--- config.mk ---
export PLATFORM = sky130hd
export DESIGN_NAME = flash_cfg_seq
export DESIGN_NICKNAME = d
export VERILOG_FILES = /design/src/rtl/cfgseq_pkg.sv /design/src/rtl/cfgseq_spi_byte.sv /design/src/rtl/cfgseq_timer.sv /design/src/rtl/flash_cfg_seq.sv
export SDC_FILE = /design/constraint.sdc
export NUM_CORES = 1
export LEC_CHECK = 0
export CORE_UTILIZATION = 53
export CTS_BUF_LIST = sky130_fd_sc_hd__clkbuf_8
export DETAILED_ROUTE_END_ITERATION = 10
export GPL_TIMING_DRIVEN = 0
export HOLD_SLACK_MARGIN = 0.1
export PLACE_DENSITY = 0.72
export SLEW_MARGIN = 10
export SYNTH_ARGS = -nofsm -noshare
export SYNTH_HDL_FRONTEND = slang
export SYNTH_SLANG_ARGS = --single-unit
--- constraint.sdc ---
create_clock -name clk -period 2.5 [get_ports clk]
set_input_delay 0.375 -clock clk [delete_from_list [all_inputs] [get_ports clk]]
set_output_delay 0.375 -clock clk [all_outputs]
set_load 0.01 [all_outputs]
--- src/rtl/cfgseq_pkg.sv ---
package cfgseq_pkg;
    // four-byte command words, first byte on the wire in bits 31:24
    localparam logic [31:0] OP_ENABLE   = 32'hC608_0000;
    localparam logic [31:0] OP_ERASE    = 32'h0E04_0000;
    localparam logic [31:0] OP_INITADDR = 32'h4600_0000;
    localparam logic [31:0] OP_PAGE     = 32'h7000_0001;
    localparam logic [31:0] OP_PROGDONE = 32'h5E00_0000;
    localparam logic [31:0] OP_REFRESH  = 32'h7900_0000;
    localparam logic [31:0] OP_STATUS   = 32'h3C00_0000;

    // status word fields
    localparam int SW_DONE   = 8;
    localparam int SW_BUSY   = 12;
    localparam int SW_FAIL   = 13;
    localparam int SW_ERR_LO = 23;

    typedef enum logic [2:0] {
        FC_NONE, FC_LENGTH, FC_TIMEOUT, FC_ERASE, FC_NOTDONE, FC_REFRESH
    } fcode_e;

    typedef enum logic [3:0] {
        S_IDLE, S_XFER, S_GAP, S_WAIT, S_POLL, S_POLL_CHK, S_ERASE, S_INIT_CHK,
        S_PAGE, S_PD_CHK, S_REFRESH, S_REF_STAT, S_REF_CHK, S_CL_ERASE, S_CL_REF, S_FAIL
    } state_e;
endpackage

--- src/rtl/cfgseq_spi_byte.sv ---
// One SPI mode-0 byte: MOSI launched while SCK is low, MISO sampled at the rise.
module cfgseq_spi_byte #(
    parameter int SCK_DIV = 1
) (
    input  logic       clk,
    input  logic       rst_n,
    input  logic       go,
    input  logic [7:0] tx,
    input  logic       miso,
    output logic       sck,
    output logic       mosi,
    output logic [7:0] rx,
    output logic       done
);
    localparam int DIV_W = (SCK_DIV > 1) ? $clog2(SCK_DIV) : 1;

    typedef struct packed {
        logic             act;
        logic             sck;
        logic [DIV_W-1:0] div;
        logic [2:0]       bitn;
        logic [7:0]       sh;
        logic [7:0]       rx;
        logic             done;
    } sb_t;

    sb_t sb_q, sb_d;

    always_comb begin
        sb_d      = sb_q;
        sb_d.done = 1'b0;
        if (!sb_q.act) begin
            if (go) begin
                sb_d.act  = 1'b1;
                sb_d.sck  = 1'b0;
                sb_d.div  = '0;
                sb_d.bitn = '0;
                sb_d.sh   = tx;
            end
        end else if (sb_q.div == DIV_W'(SCK_DIV - 1)) begin
            sb_d.div = '0;
            if (!sb_q.sck) begin
                sb_d.sck = 1'b1;
                sb_d.rx  = {sb_q.rx[6:0], miso};
            end else begin
                sb_d.sck = 1'b0;
                if (sb_q.bitn == 3'd7) begin
                    sb_d.act  = 1'b0;
                    sb_d.done = 1'b1;
                end else begin
                    sb_d.bitn = sb_q.bitn + 3'd1;
                    sb_d.sh   = {sb_q.sh[6:0], 1'b0};
                end
            end
        end else begin
            sb_d.div = sb_q.div + DIV_W'(1);
        end
    end

    always_ff @(posedge clk or negedge rst_n) begin
        if (!rst_n) sb_q <= '0;
        else        sb_q <= sb_d;
    end

    assign sck  = sb_q.sck;
    assign mosi = sb_q.sh[7];
    assign rx   = sb_q.rx;
    assign done = sb_q.done;

    AST_GO_ONLY_IDLE: assert property (@(posedge clk) disable iff (!rst_n) go |-> !sb_q.act);
    AST_SCK_LOW_IDLE: assert property (@(posedge clk) disable iff (!rst_n) !sb_q.act |-> !sck);
endmodule

--- src/rtl/cfgseq_timer.sv ---
// Down-counting delay: expired goes low for `cycles` clocks after start.
module cfgseq_timer #(
    parameter int W = 16
) (
    input  logic         clk,
    input  logic         rst_n,
    input  logic         start,
    input  logic [W-1:0] cycles,
    output logic         expired
);
    typedef struct packed {
        logic         run;
        logic [W-1:0] cnt;
    } tm_t;

    tm_t tm_q, tm_d;

    always_comb begin
        tm_d = tm_q;
        if (start) begin
            tm_d.run = (cycles != '0);
            tm_d.cnt = cycles;
        end else if (tm_q.run) begin
            if (tm_q.cnt <= W'(1)) tm_d.run = 1'b0;
            tm_d.cnt = tm_q.cnt - W'(1);
        end
    end

    always_ff @(posedge clk or negedge rst_n) begin
        if (!rst_n) tm_q <= '0;
        else        tm_q <= tm_d;
    end

    assign expired = !tm_q.run;

    AST_TMR_NONZERO: assert property (@(posedge clk) disable iff (!rst_n) tm_q.run |-> (tm_q.cnt != '0));
endmodule

--- src/rtl/flash_cfg_seq.sv ---
module flash_cfg_seq
    import cfgseq_pkg::*;
#(
    parameter int CLK_HZ        = 100_000_000,
    parameter int SCK_DIV       = 1,
    parameter int LEN_W         = 16,
    parameter int ENABLE_US     = 5,
    parameter int PAGE_US       = 200,
    parameter int REFRESH_US    = 4800,
    parameter int BUSY_POLLS    = 128,
    parameter int REFRESH_TRIES = 16
) (
    input  logic             clk,
    input  logic             rst_n,
    input  logic             start,
    input  logic [LEN_W-1:0] img_len,
    input  logic [7:0]       img_data,
    input  logic             img_valid,
    output logic             img_ready,
    output logic             sck,
    output logic             cs_n,
    output logic             mosi,
    input  logic             miso,
    output logic             busy,
    output logic             done,
    output logic             err,
    output logic [2:0]       fail_code
);
    localparam int CYC_US = (CLK_HZ + 999_999) / 1_000_000;
    localparam int N_EN   = ENABLE_US * CYC_US;
    localparam int N_PG   = PAGE_US * CYC_US;
    localparam int N_RF   = REFRESH_US * CYC_US;
    localparam int N_MAX  = (N_RF > N_PG) ? ((N_RF > N_EN) ? N_RF : N_EN)
                                          : ((N_PG > N_EN) ? N_PG : N_EN);
    localparam int DLY_W  = $clog2(N_MAX + 1);
    localparam int POLL_W = $clog2(BUSY_POLLS + 1);
    localparam int TRY_W  = $clog2(REFRESH_TRIES + 1);
    localparam int PG_W   = LEN_W - 4;
    localparam logic [DLY_W-1:0] T_EN = DLY_W'(N_EN);
    localparam logic [DLY_W-1:0] T_PG = DLY_W'(N_PG);
    localparam logic [DLY_W-1:0] T_RF = DLY_W'(N_RF);

    typedef struct packed {
        state_e            st;
        state_e            ret;
        state_e            wret;
        state_e            pret;
        logic [31:0]       cmd;
        logic [4:0]        nbytes;
        logic [4:0]        idx;
        logic              waitb;
        logic [31:0]       rx;
        logic              cs_n;
        logic [PG_W-1:0]   pages;
        logic [POLL_W-1:0] polls;
        logic [TRY_W-1:0]  tries;
        logic [DLY_W-1:0]  dly;
        logic              done;
        logic              err;
        fcode_e            code;
    } regs_t;

    regs_t q, d;

    logic       spi_go, spi_done, tmr_start, tmr_expired;
    logic [7:0] spi_tx, spi_rx;

    function automatic regs_t issue(regs_t s, logic [31:0] op, logic [4:0] nb,
                                    state_e ret, logic [DLY_W-1:0] dly, state_e wret);
        s.st     = S_XFER;
        s.cmd    = op;
        s.nbytes = nb;
        s.idx    = '0;
        s.waitb  = 1'b0;
        s.cs_n   = 1'b0;
        s.ret    = ret;
        s.dly    = dly;
        s.wret   = wret;
        return s;
    endfunction

    always_comb begin
        d         = q;
        spi_go    = 1'b0;
        spi_tx    = q.cmd[31:24];
        img_ready = 1'b0;
        tmr_start = 1'b0;
        case (q.st)
            S_IDLE: if (start) begin
                d.done  = 1'b0;
                d.err   = 1'b0;
                d.code  = FC_NONE;
                d.polls = '0;
                d.tries = '0;
                if (img_len[3:0] != 4'd0) begin
                    d.err  = 1'b1;
                    d.code = FC_LENGTH;
                end else begin
                    d.pages = img_len[LEN_W-1:4];
                    d = issue(d, OP_ENABLE, 5'd4, S_WAIT, T_EN, S_ERASE);
                end
            end
            S_XFER: begin
                if (q.waitb) begin
                    if (spi_done) begin
                        d.waitb = 1'b0;
                        d.rx    = {q.rx[23:0], spi_rx};
                    end
                end else if (q.idx == q.nbytes) begin
                    d.cs_n = 1'b1;
                    d.st   = S_GAP;
                end else if (q.nbytes == 5'd20 && q.idx >= 5'd4) begin
                    img_ready = 1'b1;
                    if (img_valid) begin
                        spi_go  = 1'b1;
                        spi_tx  = img_data;
                        d.waitb = 1'b1;
                        d.idx   = q.idx + 5'd1;
                    end
                end else begin
                    spi_go  = 1'b1;
                    d.cmd   = {q.cmd[23:0], 8'h00};
                    d.waitb = 1'b1;
                    d.idx   = q.idx + 5'd1;
                end
            end
            S_GAP: begin
                d.st      = q.ret;
                tmr_start = (q.ret == S_WAIT);
            end
            S_WAIT:     if (tmr_expired) d.st = q.wret;
            S_POLL:     d = issue(d, OP_STATUS, 5'd8, S_POLL_CHK, '0, S_IDLE);
            S_POLL_CHK: begin
                if (q.rx[SW_BUSY]) begin
                    if (q.polls == POLL_W'(BUSY_POLLS - 1)) begin
                        d.polls = '0;
                        if (q.code == FC_NONE) d.code = FC_TIMEOUT;
                        d.st = S_FAIL;
                    end else begin
                        d.polls = q.polls + POLL_W'(1);
                        d.st    = S_POLL;
                    end
                end else begin
                    d.polls = '0;
                    d.st    = q.pret;
                end
            end
            S_ERASE: begin
                d = issue(d, OP_ERASE, 5'd4, S_POLL, '0, S_IDLE);
                d.pret = S_INIT_CHK;
            end
            S_INIT_CHK: begin
                if (q.rx[SW_FAIL]) begin
                    d.code = FC_ERASE;
                    d.st   = S_FAIL;
                end else begin
                    d = issue(d, OP_INITADDR, 5'd4, S_PAGE, '0, S_IDLE);
                end
            end
            S_PAGE: begin
                if (q.pages == '0) begin
                    d = issue(d, OP_PROGDONE, 5'd4, S_POLL, '0, S_IDLE);
                    d.pret = S_PD_CHK;
                end else begin
                    d.pages = q.pages - PG_W'(1);
                    d = issue(d, OP_PAGE, 5'd20, S_WAIT, T_PG, S_PAGE);
                end
            end
            S_PD_CHK: begin
                if (!q.rx[SW_DONE]) begin
                    d.code = FC_NOTDONE;
                    d.st   = S_CL_ERASE;
                end else begin
                    d.tries = '0;
                    d.st    = S_REFRESH;
                end
            end
            S_REFRESH:  d = issue(d, OP_REFRESH, 5'd4, S_WAIT, T_RF, S_REF_STAT);
            S_REF_STAT: d = issue(d, OP_STATUS, 5'd8, S_REF_CHK, '0, S_IDLE);
            S_REF_CHK: begin
                if (!q.rx[SW_BUSY] && q.rx[SW_DONE] && q.rx[SW_ERR_LO +: 3] == 3'd0) begin
                    d.done = 1'b1;
                    d.st   = S_IDLE;
                end else if (q.tries == TRY_W'(REFRESH_TRIES - 1)) begin
                    d.tries = '0;
                    d.code  = FC_REFRESH;
                    d.st    = S_CL_ERASE;
                end else begin
                    d.tries = q.tries + TRY_W'(1);
                    d.st    = S_REFRESH;
                end
            end
            S_CL_ERASE: begin
                d = issue(d, OP_ERASE, 5'd4, S_POLL, '0, S_IDLE);
                d.pret = S_CL_REF;
            end
            S_CL_REF: d = issue(d, OP_REFRESH, 5'd4, S_WAIT, T_RF, S_FAIL);
            S_FAIL: begin
                d.err = 1'b1;
                d.st  = S_IDLE;
            end
            default: d.st = S_IDLE;
        endcase
    end

    always_ff @(posedge clk or negedge rst_n) begin
        if (!rst_n) begin
            q      <= '0;
            q.cs_n <= 1'b1;
        end else begin
            q <= d;
        end
    end

    cfgseq_spi_byte #(.SCK_DIV(SCK_DIV)) u_spi (
        .clk(clk), .rst_n(rst_n), .go(spi_go), .tx(spi_tx), .miso(miso),
        .sck(sck), .mosi(mosi), .rx(spi_rx), .done(spi_done)
    );

    cfgseq_timer #(.W(DLY_W)) u_tmr (
        .clk(clk), .rst_n(rst_n), .start(tmr_start), .cycles(q.dly), .expired(tmr_expired)
    );

    assign cs_n      = q.cs_n;
    assign busy      = (q.st != S_IDLE);
    assign done      = q.done;
    assign err       = q.err;
    assign fail_code = q.code;

    AST_SCK_IDLE_LOW:  assert property (@(posedge clk) disable iff (!rst_n) cs_n |-> !sck);
    AST_READY_IN_PAGE: assert property (@(posedge clk) disable iff (!rst_n) img_ready |-> !cs_n);
    AST_POLL_BOUND:    assert property (@(posedge clk) disable iff (!rst_n) q.polls < POLL_W'(BUSY_POLLS));
    AST_TRY_BOUND:     assert property (@(posedge clk) disable iff (!rst_n) q.tries < TRY_W'(REFRESH_TRIES));
    AST_DONE_ERR_EXCL: assert property (@(posedge clk) disable iff (!rst_n) !(done && err));
    AST_BAD_LEN:       assert property (@(posedge clk) disable iff (!rst_n)
        (start && !busy && img_len[3:0] != 4'd0) |=> (err && !busy && cs_n && fail_code == 3'd1));
endmodule

==> impl_metrics.env, run 1 <==
export IMPL_outcome="finished, final reports clean"
export IMPL_pin_count=39
export IMPL_ys_seq_area_frac=0.4590
export IMPL_seqCellArea_sq_um=3333
export IMPL_dr_pass1_iters=5
export IMPL_htree_levels=4
export IMPL_crit_arrival_ns=2.78
export IMPL_period_share=0.9736
export IMPL_syn_num_nets=786
export IMPL_async_flop_share=1.000
export IMPL_wl_um=18590
export IMPL_overflow=0
export IMPL_area_growth_pct=16.30
export IMPL_nets=852
export IMPL_ys_seq_elements=133
export IMPL_initial_core_util=0.5456
export IMPL_drv_cap=0
export IMPL_cts_tree="yes"
export IMPL_final_cell_mix="dfrtp_1, nand2_1, nor2_1"
export IMPL_wl_per_cell_um=18.57
export IMPL_num_antenna_cells=0
export IMPL_min_path_type="in -> async"
export IMPL_max_freq_ghz=0.4108
export IMPL_skew_ns=0.01044
export IMPL_cellPowerDensity_nw_per_um2=988.3
export IMPL_drtIter0Drc=478
export IMPL_dieArea_sq_um=14160
export IMPL_clk_pin_slew_worst_paths_ns=0.08
export IMPL_drive_above_1_share=0.1600
export IMPL_crit_type="reg -> reg"
export IMPL_period_minus_slack_ns=2.434
export IMPL_portBuffers=38
export IMPL_cts_sinks=133
export IMPL_leakagePower_nw=3.711
export IMPL_critPathRequiredTime_ns=2.85
export IMPL_gp_congestion=0.9195
export IMPL_vias=6152
export IMPL_grt_antenna_before_repair=0
export IMPL_ant_nets=0
export IMPL_drc=0
export IMPL_hold_viol=0
export IMPL_r2r_end="q[37]"
export IMPL_synth_ff_type="dfrtp_1"
export IMPL_rows=42
export IMPL_via_per_inst=6.146
export IMPL_r2r_cells=7
export IMPL_core_area_sq_um=13300
export IMPL_worst_slack_ns=0.06593
export IMPL_setup_viol=0
export IMPL_grt_pass1_wl_um=30020
export IMPL_insertion_delay_ns=0.46
export IMPL_stdcell_count=1001
export IMPL_post_synth_cell_area_avg_sq_um=9.724
export IMPL_final_common_cell="dfrtp_1"
export IMPL_track_usage=0.2733
export IMPL_ir_worst_vdd_mv=0.6905
export IMPL_cp_max_fo=9
export IMPL_reg2reg_slack_ns=0.07
export IMPL_die_height_um=119.0
export IMPL_grt_start_max_net_pins=82
export IMPL_cts_root_buf="clkbuf_8"
export IMPL_syn_area_sq_um=7254
export IMPL_drv_slew=0
export IMPL_dpl_cell_count=961
export IMPL_grt_pass1_vias=5900
export IMPL_pre_cts_slack_ns=-0.4501
export IMPL_tightestPinTransition_ns=0.9721
export IMPL_multi_input_area_sq_um=3645
export IMPL_yosysUniqueCellTypes=81
export IMPL_slew_headroom=0.3465
export IMPL_startpoint_type="register"
export IMPL_die_width_um=119.0
export IMPL_dpl_hpwl_um=13200
export IMPL_r2r_start="q[138]"
export IMPL_clockBufferDepth=2
export IMPL_synth_edf_count=0
export IMPL_nFillCells=1122
export IMPL_synth_cells=746
export IMPL_crit_path_end_kind="register"
export IMPL_yosys_warnings=0
export IMPL_cts_buffers=17
==> critical path: stages (launching register included) <==
cell and delay (ns):
dfrtp_2 0.43, buf_4 0.15, nor4_4 0.42, and3_2 0.35, o31a_1 0.13, buf_2 0.21
o21a_2 0.29, mux2_2 0.36
==> flip-flops by register name, summed over array words and instances, names as in the netlist <==
signal / count
fail_code: 3
u_spi.rx: 8
u_spi.done: 1
u_spi.mosi: 1
done: 1
cs_n: 1
u_spi.sck: 1
q: 85
u_tmr.tm_q: 20
err: 1
u_spi.sb_q: 11
==> cells in the mapped netlist, drive strengths merged, types with 15 or more instances <==
master / number / area, sq um
nand3: 16 / 80.08
inv: 30 / 112.6
xor2: 15 / 131.4
nor2: 70 / 262.8
mux2: 31 / 349.1
a21oi: 41 / 212.7
o211ai: 17 / 127.6
nand2: 69 / 266.5
buf: 26 / 151.4
clkbuf: 17 / 65.06
dfrtp: 132 / 3303
mux2i: 17 / 170.2
o21ai: 43 / 215.2
nor3: 18 / 95.09
==> cell families after synthesis <==
| kind of cell | count (synthesis) | synth area share |
|---|---|---|
| and+or+nand+nor | 256 | 0.1854 |
| muxes | 48 | 0.07158 |
| buffers and inverters | 73 | 0.04536 |
| DFF | 133 | 0.4590 |
| AOI/OAI and AO/OA | 199 | 0.1883 |
| xor gates and xnor gates | 26 | 0.03139 |
| adders and majority gates | 11 | 0.01897 |
==> timing repair <==
| item | CTS | global route |
|---|---|---|
| hold endpoints to repair | 52 | 0 |
| gates cloned | 0 | 0 |
| hold buffers | 1 | 0 |
| pin swaps | 1 | 2 |
| gates resized for setup | 14 | 18 |
| buffers inserted | 2 | 6 |
| setup endpoints to repair | 25 | 40 |
==> cell type report <==
| cell class | instances | area share |
|---|---|---|
| Buffer | 42 | 0.02699 |
| Clock buffer | 18 | 0.02936 |
| Timing Repair Buffer | 48 | 0.05650 |
| Sequential cell | 133 | 0.3951 |
| Multi-Input combinational cell | 540 | 0.4320 |
| Clock inverter | 14 | 0.02061 |
| Tap cell | 176 | 0.02610 |
| Inverter | 30 | 0.01335 |
==> per-layer routing <==
layer  global-route usage  vias up  routed length [um]
met5                    0        -                   0
met4               0.1163        0                 430
met3              0.05172       42                1010
met2               0.4291      235                8934
met1               0.3701     3013                8210
li1                     -     2862                   -
==> power breakdown <==
part           leakage [nW]  switching, W  internal (W)  total [W]
sequential             1.67      0.000562       0.00278    0.00334
combinational          1.83       0.00172       0.00137    0.00309
clock                 0.208      0.000885       0.00102    0.00191
total                  3.71       0.00317       0.00517    0.00834
==> how the worst max path moves through the flow <==
stage	startpoint	end	slack, ns	cells past startpoint
2_1_floorplan	q[85]	q[123]	0.34	8
3_3_place_gp	rst_n	q[37]	-4.07	1
3_5_place_dp	img_len[1]	q[123]	-0.45	7
4_1_cts	q[140]	busy	0.01	4
5_1_grt	q[138]	q[36]	-0.005	8
6_report	q[138]	q[37]	0.07	7
==> metrics by stage <==
step	hold slack (ns)	utilization	total power, W	area, sq um	setup TNS, ns
global placement	0.4654	0.5908	0.006129	7855	-549.66
global route	0.4601	0.6346	0.008815	8437	-0.005340
finish	0.4266	0.6346	0.008338	8437	0
detailed placement	0.3641	0.5930	0.006294	7884	-11.68
floorplan	0.07941	-	0.005384	7254	0
CTS	0.4345	0.6279	0.008272	8348	0
Power figures use the tool's default switching activity.
==> run 2, diff against run 1 <==
CTS_CLUSTER_SIZE = 10   (was unset)
GPL_TIMING_DRIVEN = unset   (was 0)
==> run 2 against run 1 <==
Clock-buffer cell count unchanged. Die area unchanged. Sequential power about the same. Fmax increased by 0.56%. Clock skew increased by 0.0026 ns. Wire length decreased by 4.2%. Critical path depth decreased by 2. Sequential share of layout area about the same.
==> impl_metrics.env, run 2 (same netlist as run 1, synthesis figures left out) <==
export IMPL_wl_um=17810
export IMPL_critical_path_buf_inv_count=1
export IMPL_grt_start_max_net_pins=50
export IMPL_reg2reg_slack_ns=0.13
export IMPL_slew_headroom=0.4557
export IMPL_top_regs="q (85), u_tmr.tm_q (20), u_spi.sb_q (11)"
export IMPL_period_minus_slack_ns=2.420
export IMPL_wl_met1_um=8030
export IMPL_regMostFlops="q"
export IMPL_cts_sinks=133
export IMPL_core_area_sq_um=13300
export IMPL_area_growth_pct=16.40
export IMPL_grt_pass1_wl_um=30050
export IMPL_pin_count=39
export IMPL_max_freq_ghz=0.4132
export IMPL_ir_worst_vdd_mv=0.6873
export IMPL_crit_chain="nor4b_4, nand2_4, or2_2, nor2_1, clkdlybuf4s15_1"
export IMPL_nets=853
export IMPL_period_share=0.9682
export IMPL_cts_buffers=17
export IMPL_crit_arrival_ns=2.05
export IMPL_outcome="finished, final reports clean"
export IMPL_startpoint_type="register"
export IMPL_insertion_delay_ns=0.45
export IMPL_gp_congestion=0.9563
export IMPL_drc=0
export IMPL_dpl_hpwl_um=12850
export IMPL_die_height_um=119.0
export IMPL_track_usage=0.2685
export IMPL_tightestPinTransition_ns=0.8164
export IMPL_cpLargestDelayFamily="simple AND/OR/NAND/NOR gates"
export IMPL_ant_nets=0
export IMPL_fin_util=0.6351
export IMPL_num_antenna_cells=0
export IMPL_wl_met2_um=8467
export IMPL_initial_core_util=0.5456
export IMPL_crit_path_end_kind="output pin"
export IMPL_leakagePower_nw=3.730
export IMPL_r2r_end="q[128]"
export IMPL_drive_above_1_share=0.1661
export IMPL_final_common_cell="dfrtp_1"
export IMPL_cp_slowest_stage_delay_ns=0.45
export IMPL_largest_register_ffs=85
export IMPL_cts_root_buf="clkbuf_8"
export IMPL_htree_levels=4
export IMPL_drtIter0Drc=593
export IMPL_r2r_cells=5
export IMPL_final_cell_mix="dfrtp_1, nor2_1, nand2_1"
export IMPL_grt_antenna_before_repair=0
export IMPL_dieArea_sq_um=14160
export IMPL_rows=42
export IMPL_r2r_start="q[39]"
export IMPL_portBuffers=38
export IMPL_hold_viol=0
export IMPL_via_per_inst=6.087
export IMPL_skew_ns=0.01305
export IMPL_die_width_um=119.0
export IMPL_highest_layer="met4"
export IMPL_finalSetupTns_ns=0
export IMPL_grt_pass1_vias=5980
export IMPL_clk_pin_slew_worst_paths_ns=0.08
export IMPL_critPathRequiredTime_ns=2.12
export IMPL_vias=6093
export IMPL_crit_type="reg -> out"
export IMPL_drv_slew=0
export IMPL_clockBufferDepth=2
export IMPL_cts_tree="yes"
export IMPL_cellPowerDensity_nw_per_um2=952.8
export IMPL_wl_per_cell_um=17.79
export IMPL_wl_met3_um=937
export IMPL_setup_viol=0
export IMPL_overflow=0
export IMPL_cp_max_fo=4
export IMPL_dr_pass1_iters=5
export IMPL_min_path_type="in -> async"
export IMPL_drv_cap=0
export IMPL_slowest_stage="dfrtp_1"
export IMPL_rsz0062_at_grt="false"
[run 2: power breakdown]
group / switching [W] / total [W] / leakage [nW] / internal (W)
logic: 0.00162 / 0.00305 / 1.88 / 0.00143
registers: 0.000571 / 0.00335 / 1.67 / 0.00278
clock network: 0.000847 / 0.00164 / 0.178 / 0.000798
total: 0.00304 / 0.00805 / 3.73 / 0.00500
[run 2: worst reg2reg max path, stage by stage (launching register included)]
cell and delay, ns:
dfrtp_1 0.47, nor4_1 0.48, nand4_1 0.23, nand2_1 0.48, o21ai_0 0.24, a211o_1 0.34
[run 2: what timing repair did]
| action | CTS | global route |
|---|---|---|
| resized for setup | 2 | 4 |
| hold buffers | 1 | 0 |
| endpoints found under the setup margin | 2 | 4 |
| pin swaps | 2 | 1 |
| hold endpoints to repair | 46 | 0 |
| setup buffers | 3 | 0 |
[run 2: routing by layer]
metal	vias up	track usage
met3	34	0.05077
met1	3002	0.3683
li1	2854	-
met2	203	0.4197
met4	0	0.1068
met5	-	0
[run 2: area by class of cell]
type	instances	area [sq um]
fillers	1108	4851
flip-flops and latches	133	3332
inverters	30	112.6
clock buffers	18	247.7
clock inverters	13	110.1
multi-input cells	540	3606
well taps	176	220.2
repair buffers	91	815.8
[run 2: worst max-delay path by stage]
| stage | from | to | slack, ns | cells past startpoint |
|---|---|---|---|---|
| after global placement | img_len[1] | q[120] | 0.02 | 8 |
| after floorplan | q[85] | q[123] | 0.34 | 8 |
| after detailed placement | img_len[1] | q[119] | 0.05 | 8 |
| final | q[140] | img_ready | 0.08 | 5 |
| after CTS | q[139] | img_ready | 0.05 | 5 |
| after global routing | q[140] | img_ready | 0.004 | 5 |
[run 2: per-stage QoR]
stage          power (W)  instance area, sq um  cells  setup WS, ns  hold slack, ns
6_report        0.008046                  8444   1001       0.07960          0.4766
3_3_place_gp    0.006212                  8041    966       0.02009          0.4283
3_5_place_dp    0.006342                  8041    966       0.05029          0.4340
5_1_grt         0.008598                  8444   1001      0.003570          0.5118
4_1_cts         0.008061                  8432   1001       0.04932          0.4927
2_1_floorplan   0.005384                  7254    746        0.3428         0.07941
==> run 3, diff against run 2 <==
REMOVE_ABC_BUFFERS = 1   (was unset)
==> run 3 against run 2 <==
Worst setup slack gained 0.019 ns. Via count increased by 2.4%. Critical path type unchanged. Non-clock buffer count grew 2. Largest cell class unchanged. First-iteration DRC count is 0.51% lower. Critical endpoint is now busy.
==> impl_metrics.env, run 3 (same netlist as run 1, synthesis figures left out) <==
export IMPL_regMostFlops="q"
export IMPL_dpl_hpwl_um=13370
export IMPL_crit_type="reg -> out"
export IMPL_top_regs="q (85), u_tmr.tm_q (20), u_spi.sb_q (11)"
export IMPL_dr_pass1_iters=5
export IMPL_period_share=0.9607
export IMPL_p_int_w=0.005058
export IMPL_grt_pass1_vias=6149
export IMPL_nFillCells=1102
export IMPL_stdcell_count=1004
export IMPL_ant_nets=0
export IMPL_power_frac_comb=0.377
export IMPL_skew_ns=0.01508
export IMPL_die_height_um=119.0
export IMPL_pin_count=39
export IMPL_htree_levels=4
export IMPL_crit_arrival_ns=2.03
export IMPL_final_cell_mix="dfrtp_1, nand2_1, nor2_1"
export IMPL_num_antenna_cells=0
export IMPL_hold_viol=0
export IMPL_portBuffers=38
export IMPL_clk_pin_slew_worst_paths_ns=0.08
export IMPL_switching_share=0.3853
export IMPL_gp_congestion=0.9595
export IMPL_area_growth_pct=17.21
export IMPL_rows=42
export IMPL_via_per_inst=6.213
export IMPL_p_sw_w=0.003171
export IMPL_drv_slew=0
export IMPL_pre_cts_slack_ns=-0.1698
export IMPL_setup_viol=0
export IMPL_grt_antenna_before_repair=0
export IMPL_tightestPinTransition_ns=0.9903
export IMPL_ir_worst_vdd_mv=0.6023
export IMPL_sequentialPowerShare=0.411
export IMPL_finish_instance_area_sq_um=8503
export IMPL_dpl_cell_count=967
export IMPL_period_minus_slack_ns=2.402
export IMPL_finalSetupTns_ns=0
export IMPL_drv_cap=0
export IMPL_clkPwrFrac=0.212
export IMPL_track_usage=0.2802
export IMPL_r2r_cells=9
export IMPL_die_width_um=119.0
export IMPL_max_freq_ghz=0.4164
export IMPL_startpoint_type="register"
export IMPL_critPathRequiredTime_ns=2.12
export IMPL_core_area_sq_um=13300
export IMPL_outcome="finished, final reports clean"
export IMPL_drive_above_1_share=0.1727
export IMPL_cts_sinks=133
export IMPL_grt_start_max_net_pins=53
export IMPL_slew_headroom=0.3337
export IMPL_initial_core_util=0.5456
export IMPL_grt_pass1_wl_um=31170
export IMPL_insertion_delay_ns=0.46
export IMPL_wl_per_cell_um=18.57
export IMPL_min_path_type="in -> async"
export IMPL_cts_tree="yes"
export IMPL_clockBufferDepth=2
export IMPL_drc=0
export IMPL_crit_path_end_kind="output pin"
export IMPL_final_common_cell="dfrtp_1"
export IMPL_nets=855
export IMPL_cts_buffers=17
export IMPL_largest_register_ffs=85
export IMPL_cellPowerDensity_nw_per_um2=967.8
export IMPL_dieArea_sq_um=14160
export IMPL_drtIter0Drc=590
export IMPL_cp_max_fo=17
export IMPL_postPlaceCellArea_sq_um=8040
export IMPL_wl_um=18650
export IMPL_leakagePower_nw=3.749
export IMPL_fin_hold_ws_ns=0.4289
export IMPL_worst_slack_ns=0.09822
export IMPL_overflow=0
export IMPL_cts_root_buf="clkbuf_8"
export IMPL_vias=6238
[run 3: cell types whose count changed in the layout (fill, tap and decap cells not counted), sizes merged]
cell           before  now
buf                53   54
clkinvlp            4    5
inv                32   35
clkinv              6    4
clkdlybuf4s15       1    0
bufbuf              0    1
[run 3: critical path, cell delays in order, from the launching register on]
cell             delay [ns]
dfrtp_1                0.42
buf_4                  0.22
nor4_4                 0.30
inv_1                  0.12
clkdlybuf4s50_1        0.50
[run 3: area by class of cell]
cell class / instances / area (sq um) / share of cell area
clock buffers: 17 / 234.0 / 0.02752
clock inverters: 15 / 148.9 / 0.01751
inverters: 30 / 112.6 / 0.01324
multi-input cells: 540 / 3611 / 0.4247
flip-flops and latches: 133 / 3331 / 0.3917
well taps: 176 / 220.2 / 0.02590
repair buffers: 93 / 845.8 / 0.09947
[run 3: what timing repair did]
item / CTS / global route
gates resized for setup: 2 / 7
setup buffers: 2 / 1
cloned: 1 / 0
endpoints found under the setup margin: 1 / 15
hold buffers: 1 / 0
hold endpoints to repair: 48 / 0
[run 3: power groups by stage]
stage / Clock [W] / Combinational, W / Sequential, W
4_1_cts: 0.00178 / 0.00308 / 0.00336
5_1_grt: 0.00187 / 0.00342 / 0.00346
2_1_floorplan: 0 / 0.00197 / 0.00331
6_report: 0.00174 / 0.00311 / 0.00338
3_5_place_dp: 0 / 0.00300 / 0.00340
3_3_place_gp: 0 / 0.00287 / 0.00335
[run 3: final timing paths]
kind	end	from	slack [ns]
setup / recovery	busy	q[139]	0.1
hold / removal	q[46]	rst_n	0.43
setup reg to reg	u_spi.sb_q[15]	q[137]	0.13
hold reg to reg	q[131]	q[131]	0.49
max in group asynchronous	cs_n	rst_n	1.41
min in group clk	q[131]	q[131]	0.49
[run 3: metal layers]
metal	part of all wire	GRT usage	vias to the layer above
li1	-	-	2865
met3	0.052	0.05268	40
met4	0.028	0.1250	0
met5	0	0	-
met1	0.43	0.3671	3101
met2	0.48	0.4517	232
[run 3: per-stage QoR]
stage               power (W)  utilization
floorplan            0.005271            -
global placement     0.006222       0.6047
detailed placement   0.006395       0.6047
CTS                  0.008226       0.6379
global route         0.008752       0.6396
finish               0.008229       0.6396
